**config.mk**
```make
export PLATFORM = sky130hd
export DESIGN_NAME = irq_nest_arb
export DESIGN_NICKNAME = d
export VERILOG_FILES = /design/src/rtl/irq_nest_pkg.sv /design/src/rtl/irq_src_merge.sv /design/src/rtl/irq_lvl_map.sv /design/src/rtl/irq_pick.sv /design/src/rtl/irq_lvl_stack.sv /design/src/rtl/irq_nest_arb.sv
export SDC_FILE = /design/constraint.sdc
export NUM_CORES = 1
export LEC_CHECK = 0
export ABC_AREA = 1
export BUFFER_PORTS_ARGS = -buffer_cell sky130_fd_sc_hd__buf_2
export CAP_MARGIN = 40
export CELL_PAD_IN_SITES_DETAIL_PLACEMENT = 0
export CELL_PAD_IN_SITES_GLOBAL_PLACEMENT = 1
export CORE_AREA = 2 2 89 91
export DETAILED_ROUTE_END_ITERATION = 10
export DIE_AREA = 0 0 91 93
export PLACE_DENSITY_LB_ADDON = 0.1
export SYNTH_ARGS = -nofsm -noshare
export SYNTH_HDL_FRONTEND = slang
export SYNTH_SLANG_ARGS = --single-unit
```
**constraint.sdc**
```tcl
create_clock -name clk -period 8 [get_ports clk]
set_input_delay 0.8 -clock clk [delete_from_list [all_inputs] [get_ports clk]]
set_output_delay 0.8 -clock clk [all_outputs]
set_load 0.01 [all_outputs]
```
**src/rtl/irq_nest_pkg.sv**
```systemverilog
package irq_nest_pkg;

  typedef logic [1:0] lvl_t;

  localparam lvl_t LV_NONE = 2'd0;
  localparam lvl_t LV_LOW  = 2'd1;
  localparam lvl_t LV_HIGH = 2'd2;
  localparam lvl_t LV_TOP  = 2'd3;

  // Level a vector gets from its select bit; only the first top_cnt vectors may reach LV_TOP.
  function automatic lvl_t vec_level(input int idx, input logic raise, input int top_cnt);
    if (!raise)          return LV_LOW;
    else if (idx < top_cnt) return LV_TOP;
    else                 return LV_HIGH;
  endfunction

  // Entry address of a vector: a fixed base plus an even stride per index.
  function automatic int vec_addr(input int idx, input int base, input int stride);
    return base + stride * idx;
  endfunction

endpackage

```
**src/rtl/irq_src_merge.sv**
```systemverilog
module irq_src_merge #(
  parameter int NUM_VEC     = 10,
  parameter int SRC_PER_VEC = 4
) (
  input  logic [NUM_VEC*SRC_PER_VEC-1:0] src_req,
  input  logic [NUM_VEC*SRC_PER_VEC-1:0] src_en,
  input  logic [NUM_VEC-1:0]             vec_en,
  output logic [NUM_VEC-1:0]             vec_req
);

  for (genvar v = 0; v < NUM_VEC; v++) begin : g_vec
    logic [SRC_PER_VEC-1:0] live;
    assign live       = src_req[v*SRC_PER_VEC +: SRC_PER_VEC] & src_en[v*SRC_PER_VEC +: SRC_PER_VEC];
    assign vec_req[v] = vec_en[v] & (|live);
  end

endmodule

```
**src/rtl/irq_lvl_map.sv**
```systemverilog
module irq_lvl_map
  import irq_nest_pkg::*;
#(
  parameter int NUM_VEC  = 10,
  parameter int TOP_VECS = 2
) (
  input  logic [NUM_VEC-1:0]   lvl_sel,
  output logic [2*NUM_VEC-1:0] vec_lvl
);

  for (genvar v = 0; v < NUM_VEC; v++) begin : g_map
    assign vec_lvl[2*v +: 2] = vec_level(v, lvl_sel[v], TOP_VECS);
  end

endmodule

```
**src/rtl/irq_pick.sv**
```systemverilog
module irq_pick
  import irq_nest_pkg::*;
#(
  parameter int NUM_VEC = 10,
  localparam int IDX_W  = $clog2(NUM_VEC)
) (
  input  logic [NUM_VEC-1:0]   vec_req,
  input  logic [2*NUM_VEC-1:0] vec_lvl,
  input  lvl_t                 cur_lvl,
  output logic                 found,
  output logic [IDX_W-1:0]     win_idx,
  output lvl_t                 win_lvl
);

  // Start the bar at the level in service; only a strictly higher level
  // replaces the best so far, so ties keep the lowest index.
  always_comb begin
    lvl_t bar;
    bar     = cur_lvl;
    found   = 1'b0;
    win_idx = '0;
    for (int i = 0; i < NUM_VEC; i++) begin
      if (vec_req[i] && (lvl_t'(vec_lvl[2*i +: 2]) > bar)) begin
        bar     = lvl_t'(vec_lvl[2*i +: 2]);
        win_idx = IDX_W'(i);
        found   = 1'b1;
      end
    end
    win_lvl = bar;
  end

endmodule

```
**src/rtl/irq_lvl_stack.sv**
```systemverilog
module irq_lvl_stack
  import irq_nest_pkg::*;
#(
  parameter int DEPTH  = 3,
  localparam int PTR_W = $clog2(DEPTH + 1)
) (
  input  logic clk,
  input  logic rst_n,
  input  logic push,
  input  logic pop,
  input  lvl_t push_val,
  output lvl_t top,
  output logic empty,
  output logic full
);

  lvl_t             ent [DEPTH];
  logic [PTR_W-1:0] ptr;

  assign empty = (ptr == '0);
  assign full  = (ptr == PTR_W'(DEPTH));

  always_comb begin
    top = LV_NONE;
    if (!empty) top = ent[ptr - 1'b1];
  end

  always_ff @(posedge clk or negedge rst_n) begin
    if (!rst_n) begin
      ptr <= '0;
      for (int i = 0; i < DEPTH; i++) ent[i] <= LV_NONE;
    end else if (push && !full) begin
      ent[ptr] <= push_val;
      ptr      <= ptr + 1'b1;
    end else if (pop && !empty) begin
      ptr      <= ptr - 1'b1;
    end
  end

endmodule

```
**src/rtl/irq_nest_arb.sv**
```systemverilog
module irq_nest_arb
  import irq_nest_pkg::*;
#(
  parameter int NUM_VEC     = 10,
  parameter int SRC_PER_VEC = 4,
  parameter int TOP_VECS    = 2,
  parameter int ADDR_W      = 8,
  parameter int VEC_BASE    = 3,
  parameter int VEC_STRIDE  = 8,
  parameter int STACK_DEPTH = 3
) (
  input  logic                           clk,
  input  logic                           rst_n,
  input  logic [NUM_VEC*SRC_PER_VEC-1:0] src_req,
  input  logic [NUM_VEC*SRC_PER_VEC-1:0] src_en,
  input  logic [NUM_VEC-1:0]             vec_en,
  input  logic [NUM_VEC-1:0]             lvl_sel,
  input  logic                           glb_en,
  input  logic                           ack,
  input  logic                           reti,
  output logic                           irq_valid,
  output logic [ADDR_W-1:0]              irq_addr,
  output logic [1:0]                     irq_level,
  output logic [1:0]                     cur_level
);

  localparam int IDX_W = $clog2(NUM_VEC);

  logic [NUM_VEC-1:0]   vec_req;
  logic [2*NUM_VEC-1:0] vec_lvl;
  logic                 cand_found;
  logic [IDX_W-1:0]     win_idx;
  lvl_t                 win_lvl;

  logic                 offer_q;
  logic [ADDR_W-1:0]    addr_q;
  lvl_t                 lvl_q;
  lvl_t                 cur_q;

  lvl_t                 stk_top;
  logic                 stk_empty;
  logic                 stk_full;

  // Named events for the checker.
  logic accept;
  logic take;
  logic ret;

  assign accept = glb_en && cand_found && !offer_q;
  assign take   = ack && offer_q;
  assign ret    = reti && !take && !stk_empty;

  irq_src_merge #(.NUM_VEC(NUM_VEC), .SRC_PER_VEC(SRC_PER_VEC)) u_merge (
    .src_req (src_req),
    .src_en  (src_en),
    .vec_en  (vec_en),
    .vec_req (vec_req)
  );

  irq_lvl_map #(.NUM_VEC(NUM_VEC), .TOP_VECS(TOP_VECS)) u_map (
    .lvl_sel (lvl_sel),
    .vec_lvl (vec_lvl)
  );

  irq_pick #(.NUM_VEC(NUM_VEC)) u_pick (
    .vec_req (vec_req),
    .vec_lvl (vec_lvl),
    .cur_lvl (cur_q),
    .found   (cand_found),
    .win_idx (win_idx),
    .win_lvl (win_lvl)
  );

  irq_lvl_stack #(.DEPTH(STACK_DEPTH)) u_stack (
    .clk      (clk),
    .rst_n    (rst_n),
    .push     (take && !stk_full),
    .pop      (ret),
    .push_val (cur_q),
    .top      (stk_top),
    .empty    (stk_empty),
    .full     (stk_full)
  );

  always_ff @(posedge clk or negedge rst_n) begin
    if (!rst_n) begin
      offer_q <= 1'b0;
      addr_q  <= '0;
      lvl_q   <= LV_NONE;
      cur_q   <= LV_NONE;
    end else begin
      if (take) begin
        offer_q <= 1'b0;
        cur_q   <= lvl_q;
      end else if (ret) begin
        cur_q   <= stk_top;
      end
      if (accept) begin
        offer_q <= 1'b1;
        addr_q  <= ADDR_W'(vec_addr(int'(win_idx), VEC_BASE, VEC_STRIDE));
        lvl_q   <= win_lvl;
      end
    end
  end

  assign irq_valid = offer_q;
  assign irq_addr  = addr_q;
  assign irq_level = lvl_q;
  assign cur_level = cur_q;

endmodule

```
==> results of run 1 <==
-- flip-flops by register name, summed over array words and instances, names as in the netlist --
signal and flops:
irq_level 2, u_stack.ent 6, cur_level 2, irq_addr 5
irq_valid 1, u_stack.ptr 2
-- report_power, final --
group,switching (mW),internal [mW],leakage [nW]
Combinational,0.357,0.442,1.87
Sequential,0.0301,0.129,0.223
Clock,0.0295,0.0335,0.0216
-- stage by stage --
| stage | hold WS, ns | worst slack, ns | cell area (µm²) | utilization [%] |
|---|---|---|---|---|
| 5_1_grt | 0.5095 | -1.547 | 3756 | 49.90 |
| 6_report | 0.4699 | -1.034 | 3756 | 49.90 |
| 2_1_floorplan | 0.4478 | -0.8236 | 1897 | - |
| 4_1_cts | 0.4858 | -0.9352 | 3543 | 47.07 |
| 3_3_place_gp | 0.4627 | -1.280 | 2848 | 37.83 |
| 3_5_place_dp | 0.4743 | -1.418 | 2848 | 37.83 |
-- path summary, 6_finish.rpt --
check | cells past startpoint | slack [ns] | from | end
hold reg to reg | 2 | 0.49 | u_stack.ent[2] | u_stack.ent[2]
setup reg to reg | 70 | -0.91 | cur_level[1] | irq_addr[3]
min in group clk | 2 | 0.49 | u_stack.ent[2] | u_stack.ent[2]
max in group asynchronous | 1 | 7.24 | rst_n | irq_addr[4]
setup / recovery | 70 | -1.03 | lvl_sel[0] | irq_addr[3]
hold / removal | 1 | 0.47 | rst_n | irq_addr[6]
-- cell usage after synthesis (all sizes together) --
| master | n | area [µm²] |
|---|---|---|
| o211ai | 3 | 22.52 |
| dfrtp | 18 | 450.4 |
| nand3 | 16 | 100.1 |
| ha | 15 | 187.7 |
| nor3 | 3 | 15.01 |
| nand3b | 1 | 7.510 |
| a221oi | 2 | 17.52 |
| nor2 | 16 | 62.56 |
| a22o | 5 | 43.79 |
| xnor2 | 1 | 8.760 |
| buf | 3 | 22.52 |
| nand2 | 110 | 442.9 |
| xor2 | 1 | 8.760 |
| nand4 | 4 | 31.28 |
| o21bai | 1 | 7.510 |
| conb | 1 | 3.750 |
| nor3b | 1 | 7.510 |
| clkinv | 2 | 8.750 |
| or2 | 4 | 25.02 |
| a21oi | 10 | 57.56 |
| and2 | 4 | 28.78 |
| o21ai | 19 | 95.09 |
| a21boi | 1 | 7.510 |
| a2bb2oi | 2 | 17.52 |
| o221a | 1 | 11.26 |
| inv | 34 | 127.6 |
| a31oi | 3 | 18.77 |
| and3 | 1 | 6.260 |
-- layer usage --
| layer | vias to the layer above | share of wire, % | global-route usage [%] |
|---|---|---|---|
| li1 | 1404 | - | - |
| met1 | 1199 | 39 | 18.11 |
| met2 | 76 | 54 | 30.37 |
| met3 | 17 | 4.2 | 1.531 |
| met4 | 0 | 2.8 | 5.051 |
| met5 | - | 0 | 0 |
-- what timing repair did --
item | 4_1_cts | 5_1_grt
gates resized for setup | 5 | 47
buffers inserted | 85 | 7
endpoints found under the setup margin | 8 | 8
pin swaps | 27 | 48
gates cloned | 0 | 0
-- kinds of logic after synthesis --
logic type,count (synthesis)
and+or+nand+nor,160
AOI/OAI and AO/OA,47
buffers and inverters,39
DFF,18
adders and majority gates,15
xor gates and xnor gates,2
other,1
-- worst max-delay path, delay by kind of cell --
| family | cells | cell delay [ns] |
|---|---|---|
| buffers and inverters | 30 | 3.44 |
| adders and majority gates | 6 | 1.43 |
| AOI/OAI and AO/OA | 9 | 1.15 |
| and+or+nand+nor | 25 | 2.33 |
-- cell type report --
cell class	instances	share of cell area, %
timing repair buffer	241	41.07
multi-input combinational	226	38.74
sequential	18	11.99
inverter	36	3.698
tap	102	3.398
clock buffer	3	1.099
==> out/qor.tcl, run 1 <==
set qor(tritoncts) {done}
set qor(tritoncts.num_buffers) 3
set qor(synth_warnings) 0
set qor(critPathSlowestCell) {sky130_fd_sc_hd__ha_1}
set qor(synth_top_family_by_area) {simple AND/OR/NAND/NOR gates}
set qor(fin_cells) 626
set qor(run_status) {finished with violations}
set qor(min-delay-path-class) {primary input to async pin}
set qor(grt_start_max_net_pins) 19
set qor(fillerInstances) 784
set qor(vias) 2696
set qor(final.setup.worst_slack_ns) -1.034
set qor(finalCriticalPeriod_ns) 9.034
set qor(critical_path_peak_fanout) 3
set qor(h_tree_lvls) 1
set qor(drt-total-wl_um) 6760
set qor(antenna-diode-count) 0
set qor(cp-end-kind) {register}
set qor(setup_repair_after_global_routing_missed_its_margin) {yes}
set qor(worst_ep_required_time_ns) 8.15
set qor(ioPinCount) 118
set qor(layout_commonest_cell) {sky130_fd_sc_hd__buf_4}
set qor(globalplace.congestion) 0.7635
set qor(layout-drive-gt1-share_pct) 60.11
set qor(grt_usage_pct) 15.72
set qor(detail-route-antenna-nets) 0
set qor(detail_route.wl_per_cell_um) 10.80
set qor(clkSlewWorstSetupHoldPaths_ns) 0.07
set qor(fin_total_pwr_mw) 1.022
set qor(pre_antenna_drt_iters) 4
set qor(io_buffers) 115
set qor(timing.clock.skew_ns) 0.004364
set qor(ys_ff_latch) 18
set qor(die_height_um) 93
set qor(cpMostUsedCell) {sky130_fd_sc_hd__buf_4}
set qor(grt_pass1_wl_um) 11140
set qor(fp-row-count) 32
set qor(failed_checks) {setup timing}
set qor(cpPeakStageDelay_ns) 0.28
set qor(leakagePower_nw) 2.113
set qor(ys_types) 40
set qor(post-place-cells) 533
set qor(maxSlewViolCount) 0
set qor(grt_overflow_total) 0
set qor(ff_latch_area_um2) 450.4
set qor(cts_max_path_buffers) 2
set qor(post_synthesis_mux_area_share_pct) 0
set qor(crit_type) {primary input to register}
set qor(place_hpwl_um) 4443
set qor(synth_cells) 282
set qor(num-nets-final) 646
set qor(initial_core_util_pct) 24.50
set qor(drc) 0
set qor(ir_drop_v) 0.00008781
set qor(layout.cells.most_common_list) {sky130_fd_sc_hd__buf_4 (123), sky130_fd_sc_hd__buf_2 (114), sky130_fd_sc_hd__nand2_1 (86)}
set qor(multiInputGateArea_um2) 1455
set qor(setup_viol_count_final) 8
set qor(vias_in_the_first_global_route) 2635
set qor(first_iter_violations) 57
set qor(chipWidth_um) 91
set qor(cap_violations) 0
set qor(initial_antenna_violation_count) 0
set qor(layout-area-overhead-vs-synth_pct) 103.7
set qor(worstSkewPairLatency_ns) 0.25
set qor(post_syn_area_per_cell_um2) 6.540
set qor(core_area_um2) 7527
set qor(library_cell_used_as_clock_root_buffer) {sky130_fd_sc_hd__clkbuf_8}
set qor(final.setup.tns_ns) -7.437
set qor(synth_adder_area_share_pct) 10.18
set qor(die_area_um2) 8463
set qor(synth-seq-area-share_pct) 24.42
set qor(num_clock_sinks) 18
set qor(synth-compound-area-share_pct) 16.21
set qor(hold_violations) 0
set qor(critical_path.startpoint_type) {primary input}
set qor(yosys.area_share.simple_pct) 39.42
set qor(power-per-cell-area_nw_per_um2) 272.0
set qor(crit_arrival_ns) 9.18
set qor(finalCritPeriodShare_pct) 112.9
set qor(cts_hold_buf) 0
set qor(fmaxAchievable_mhz) 110.7
set qor(area_share_of_xor_xnor_cells_in_the_synthesized_design_pct) 0.9498
set qor(synthesis.area_um2) 1844
set qor(vias_per_cell) 4.307
Power figures use the tool's default switching activity.
==> inputs of run 2 (changes only) <==
--- a/config.mk
+++ b/config.mk
@@ -10,10 +10,11 @@
 export CAP_MARGIN = 40
 export CELL_PAD_IN_SITES_DETAIL_PLACEMENT = 0
 export CELL_PAD_IN_SITES_GLOBAL_PLACEMENT = 1
-export CORE_AREA = 2 2 89 91
+export CORE_AREA = 5 5 92 94
 export DETAILED_ROUTE_END_ITERATION = 10
-export DIE_AREA = 0 0 91 93
+export DIE_AREA = 0 0 97 99
 export PLACE_DENSITY_LB_ADDON = 0.1
+export RECOVER_POWER = 100
 export SYNTH_ARGS = -nofsm -noshare
 export SYNTH_HDL_FRONTEND = slang
 export SYNTH_SLANG_ARGS = --single-unit
==> run 2 against run 1 <==
Compared with the run above:
- the flow still finishes with violations (setup timing)
- largest cell class is now multi-input combinational cells
- wire length fell by 16%
- cell count shrank 10%
- worst hold slack improved by 0.014 ns
- design area is 11% lower
- combinational power is 10% lower
- fmax is 2.0% higher
- core utilization shrank 5.8 points
- first-iteration DRC count fell by 42%
- clock-buffer cell count rose by 1
- critical path type unchanged
==> out/qor.tcl, run 2 (synthesized netlist as in run 1, its figures left out) <==
set qor(ioPinCount) 118
set qor(clkSlewWorstSetupHoldPaths_ns) 0.07
set qor(io_buffers) 115
set qor(drt-total-wl_um) 5685
set qor(finalCriticalPeriod_ns) 8.856
set qor(core_area_um2) 7567
set qor(drc) 0
set qor(failed_checks) {setup timing}
set qor(pre_antenna_drt_iters) 4
set qor(critPathSlowestCell) {sky130_fd_sc_hd__ha_1}
set qor(worst_hold_startpoint) {u_stack.ent[2]}
set qor(crit_arrival_ns) 9.00
set qor(fillerInstances) 818
set qor(h_tree_lvls) 1
set qor(tritoncts) {done}
set qor(worst_r2r_startpoint) {cur_level[1]}
set qor(chipWidth_um) 97
set qor(antenna-diode-count) 0
set qor(fin_cells) 562
set qor(library_cell_used_as_clock_root_buffer) {sky130_fd_sc_hd__clkbuf_8}
set qor(die_area_um2) 9603
set qor(vias) 2344
set qor(num-nets-final) 581
set qor(tightest_slew_ns) 0.9698
set qor(die_height_um) 99
set qor(hold-path-cell-count) 2
set qor(tritoncts.num_buffers) 3
set qor(cp-end-kind) {register}
set qor(fp-row-count) 32
set qor(layout-drive-gt1-share_pct) 55.22
set qor(power_frac_comb_pct) 75.5
set qor(worst_ep_required_time_ns) 8.14
set qor(fin_total_pwr_mw) 0.9523
set qor(layout.cells.most_common_list) {sky130_fd_sc_hd__buf_2 (105), sky130_fd_sc_hd__nand2_1 (82), sky130_fd_sc_hd__buf_4 (60)}
set qor(globalplace.congestion) 0.7903
set qor(fin_util_pct) 44.08
set qor(grt_overflow_total) 0
set qor(worstSkewPairLatency_ns) 0.26
set qor(timing.clock.skew_ns) 0.002255
set qor(max_ffs_per_register) 6
set qor(reg2reg_depth) 72
set qor(detail-route-antenna-nets) 0
set qor(leakagePower_nw) 1.796
set qor(cpPeakStageDelay_ns) 0.30
set qor(top_register) {u_stack.ent}
set qor(layout-area-overhead-vs-synth_pct) 80.87
set qor(run_status) {finished with violations}
set qor(critical_path.startpoint_type) {primary input}
set qor(setup_repair_after_global_routing_missed_its_margin) {yes}
set qor(initial_antenna_violation_count) 0
set qor(ir_drop_v) 0.00006513
set qor(hold-path-endpoint) {u_stack.ent[2]}
set qor(r2r_setup_slack_ns) -0.73
set qor(cts_max_path_buffers) 2
set qor(netSwitchingFraction_pct) 42.31
set qor(hold_violations) 0
set qor(min-delay-path-class) {register to register}
set qor(place_hpwl_um) 4804
set qor(detail_route.wl_per_cell_um) 10.12
set qor(first_iter_violations) 33
set qor(cpMostUsedCell) {sky130_fd_sc_hd__nand2_2}
set qor(grt_usage_pct) 11.16
set qor(num_clock_sinks) 18
set qor(grt_pass1_wl_um) 9308
set qor(vias_per_cell) 4.171
set qor(crit_type) {primary input to register}
set qor(power.internal_mw) 0.5494
set qor(slew_headroom_pct) 35.34
set qor(p_sw_mw) 0.4029
set qor(initial_core_util_pct) 24.37
set qor(cap_violations) 0
set qor(finalCritPeriodShare_pct) 110.7
set qor(grt_start_max_net_pins) 19
set qor(maxSlewViolCount) 0
set qor(fmaxAchievable_mhz) 112.9
set qor(setup_viol_count_final) 8
set qor(critical_path_peak_fanout) 6
set qor(clock_group_share_of_total_power_pct) 7.9
set qor(layout_commonest_cell) {sky130_fd_sc_hd__buf_2}
set qor(post-place-cells) 537
set qor(power-per-cell-area_nw_per_um2) 285.5
set qor(whs_ns) 0.4837
set qor(final.setup.worst_slack_ns) -0.8565
set qor(vias_in_the_first_global_route) 2294
set qor(part_of_the_total_power_dissipated_in_sequential_elements_pct) 16.6
set qor(crit-reg2reg-capture) {irq_addr[1]}
run 2: timing repair:
item                                   CTS  global route
pin swaps                               18            55
setup endpoints to repair                8             8
setup buffers                           12             9
endpoints found under the hold margin    0             0
gates cloned                             0             0
resized for setup                        7            57
hold buffers                             0             0
run 2: critical path, delay by kind of cell:
kind | cells | cell delay (ns)
AO/OA/AOI/OAI | 8 | 1.12
adder cells (fa/ha/maj) | 8 | 1.73
buffers and inverters | 15 | 1.23
AND/OR/NAND/NOR | 41 | 4.10
run 2: layer usage:
layer  global-route usage [%]  wire length (µm)  vias up
met5                        0                 0        -
met4                    2.916                61        0
met3                    1.557               283        4
met2                    20.33              2917       59
met1                    13.76              2422     1009
li1                         -                 -     1272
run 2: power by group through the flow:
| stage | Clock (mW) | Combinational, mW | Sequential [mW] |
|---|---|---|---|
| floorplan | 0 | 0.322 | 0.162 |
| global placement | 0 | 0.545 | 0.159 |
| detailed placement | 0 | 0.552 | 0.159 |
| CTS | 0.0782 | 0.609 | 0.158 |
| global route | 0.0830 | 0.808 | 0.163 |
| finish | 0.0749 | 0.719 | 0.158 |
run 2: how the worst max path moves through the flow:
| stage | end | slack, ns | cells after the start | from |
|---|---|---|---|---|
| after floorplan | irq_addr[1] | -0.82 | 71 | lvl_sel[0] |
| after global placement | irq_addr[1] | -1.43 | 71 | lvl_sel[0] |
| after detailed placement | irq_addr[1] | -1.58 | 70 | lvl_sel[0] |
| after CTS | irq_addr[1] | -0.98 | 70 | lvl_sel[0] |
| after global routing | irq_addr[1] | -1.44 | 71 | lvl_sel[0] |
| final | irq_addr[1] | -0.86 | 72 | lvl_sel[0] |
run 2: layout make-up:
cell class | count | area, µm² | area share [%]
clock buffer | 4 | 55.05 | 1.650
timing repair buffer | 176 | 1032 | 30.95
sequential | 18 | 450.4 | 13.50
inverter | 36 | 138.9 | 4.164
tap | 102 | 127.6 | 3.826
multi-input combinational | 226 | 1531 | 45.91
run 2: through the flow:
stage | setup slack, ns | area, µm² | TNS, ns
floorplan | -0.8236 | 1897 | -5.638
global placement | -1.432 | 2878 | -11.00
detailed placement | -1.585 | 2878 | -12.12
CTS | -0.9835 | 3053 | -7.292
global route | -1.441 | 3336 | -11.00
finish | -0.8565 | 3336 | -6.234
==> inputs of run 3 (changes only) <==
--- a/config.mk
+++ b/config.mk
@@ -18,3 +18,4 @@
 export SYNTH_ARGS = -nofsm -noshare
 export SYNTH_HDL_FRONTEND = slang
 export SYNTH_SLANG_ARGS = --single-unit
+export TNS_END_PERCENT = 20
==> run 3 against run 2 <==
Compared with the run above:
- the run still ends with setup timing left
- critical path depth rose by 2
- cell count rose by 14%
- register-to-register slack got worse by 0.29 ns
- worst hold slack got worse by 0.011 ns
- global-route usage rose by 3.1 points
- clock power fell by 0.5%
- clock-buffer cell count did not move
- combinational power rose by 29%
- power rose by 22%
- die area did not move
- critical path type unchanged
- critical endpoint is now irq_addr[6]
- highest routed layer unchanged
==> out/qor.tcl, run 3 (synthesized netlist as in run 1, its figures left out) <==
set qor(run_status) {finished with violations}
set qor(failed_checks) {setup timing}
set qor(crit-reg2reg-capture) {irq_addr[6]}
set qor(critPathLaunch) {lvl_sel[0]}
set qor(reg2reg_depth) 74
set qor(crit_cells) 74
set qor(die_height_um) 99
set qor(grt_pass1_wl_um) 11610
set qor(timing.clock.skew_ns) 0.001235
set qor(multiInputGateArea_um2) 1554
set qor(cts_max_path_buffers) 2
set qor(fin_area_um2) 3966
set qor(chipWidth_um) 97
set qor(ir_drop_v) 0.00009744
set qor(place_hpwl_um) 4755
set qor(critPathSlowestCell) {sky130_fd_sc_hd__ha_4}
set qor(leakagePower_nw) 2.142
set qor(critical_path.startpoint_type) {primary input}
set qor(cpMostUsedCell) {sky130_fd_sc_hd__buf_4}
set qor(tritoncts.num_buffers) 3
set qor(detail-route-antenna-nets) 0
set qor(cpPeakStageDelay_ns) 0.26
set qor(first_iter_violations) 44
set qor(globalplace.congestion) 0.7245
set qor(post-place-ws_ns) -1.566
set qor(tritoncts) {done}
set qor(worst_r2r_startpoint) {cur_level[1]}
set qor(tightest_slew_ns) 1.012
set qor(vias) 2747
set qor(num_clock_sinks) 18
set qor(layout-area-overhead-vs-synth_pct) 115.1
set qor(critical_path_peak_fanout) 5
set qor(initial_antenna_violation_count) 0
set qor(final.setup.worst_slack_ns) -1.114
set qor(crit_arrival_ns) 9.26
set qor(initial_core_util_pct) 24.37
set qor(clkSlewWorstSetupHoldPaths_ns) 0.07
set qor(grt_overflow_total) 0
set qor(whs_ns) 0.4725
set qor(hold_violations) 0
set qor(layout_commonest_cell) {sky130_fd_sc_hd__buf_4}
set qor(fp-row-count) 32
set qor(pre_antenna_drt_iters) 4
set qor(setup_viol_count_final) 8
set qor(timing.critical_path.max_delay_family) {buffers and inverters}
set qor(max_ffs_per_register) 6
set qor(drt-total-wl_um) 7510
set qor(setup_repair_after_global_routing_missed_its_margin) {yes}
set qor(fin_util_pct) 52.41
set qor(crit_end) {irq_addr[6]}
set qor(maxSlewViolCount) 0
set qor(cp-end-kind) {register}
set qor(worst_ep_required_time_ns) 8.14
set qor(min-delay-path-class) {register to register}
set qor(layout-drive-gt1-share_pct) 63.13
set qor(power-per-cell-area_nw_per_um2) 292.1
set qor(fmaxAchievable_mhz) 109.7
set qor(placed_cell_area_um2) 2863
set qor(cap_violations) 0
set qor(drc) 0
set qor(die_area_um2) 9603
set qor(cts_hold_buf) 0
set qor(antenna-diode-count) 0
set qor(worstSkewPairLatency_ns) 0.25
set qor(layout.cells.most_common_list) {sky130_fd_sc_hd__buf_4 (130), sky130_fd_sc_hd__buf_2 (106), sky130_fd_sc_hd__nand2_1 (78)}
set qor(finalCritPeriodShare_pct) 113.9
set qor(top_register) {u_stack.ent}
set qor(num-nets-final) 658
set qor(vias_per_cell) 4.299
set qor(grt_start_max_net_pins) 19
set qor(fillerInstances) 712
set qor(ff_latch_area_um2) 450.4
set qor(finalCriticalPeriod_ns) 9.114
set qor(slew_headroom_pct) 32.56
set qor(r2r_setup_slack_ns) -1.02
set qor(core_area_um2) 7567
set qor(crit_type) {primary input to register}
set qor(ioPinCount) 118
set qor(h_tree_lvls) 1
set qor(grt_usage_pct) 14.23
set qor(io_buffers) 115
set qor(worst-path-buf-inv) 49
set qor(vias_in_the_first_global_route) 2667
set qor(detail_route.wl_per_cell_um) 11.75
set qor(library_cell_used_as_clock_root_buffer) {sky130_fd_sc_hd__clkbuf_8}
-- run 3: stage by stage --
stage	TNS (ns)	power, mW	std cells
floorplan	-5.641	0.4826	283
global placement	-10.76	0.6974	535
detailed placement	-12.16	0.7038	535
CTS	-8.059	0.9734	630
global route	-12.30	1.268	639
finish	-8.733	1.159	639
-- run 3: final cells by class --
cell class                 instances  share of cell area [%]
timing repair buffer             253                   41.29
multi-input combinational        226                   39.18
sequential                        18                   11.36
inverter                          36                   3.565
tap                              102                   3.218
clock buffer                       4                   1.388
-- run 3: power breakdown --
part	switching, mW	internal [mW]
clock	0.0308	0.0437
combinational	0.413	0.513
sequential	0.0294	0.129
-- run 3: how the worst min path moves through the flow --
stage / from / endpoint / slack (ns) / depth (start not counted)
global route: u_stack.ent[3] / u_stack.ent[3] / 0.51 / 2
finish: irq_addr[1] / irq_addr[1] / 0.47 / 1
CTS: rst_n / cur_level[1] / 0.48 / 1
floorplan: u_stack.ent[2] / u_stack.ent[2] / 0.45 / 2
global placement: irq_addr[1] / irq_addr[1] / 0.46 / 1
detailed placement: irq_addr[1] / irq_addr[1] / 0.47 / 1
-- run 3: repair_timing --
| item | 4_1_cts | 5_1_grt |
|---|---|---|
| resized for setup | 3 | 77 |
| setup buffers | 91 | 12 |
| pin swaps | 32 | 52 |
| setup endpoints to repair | 8 | 8 |
-- run 3: per-layer routing --
metal	wire [µm]	GRT usage [%]	vias to the layer above
met1	3019	16.13	1235
met4	99	3.132	0
met2	4006	27.97	75
met3	384	1.982	10
met5	0	0	-
li1	-	-	1427
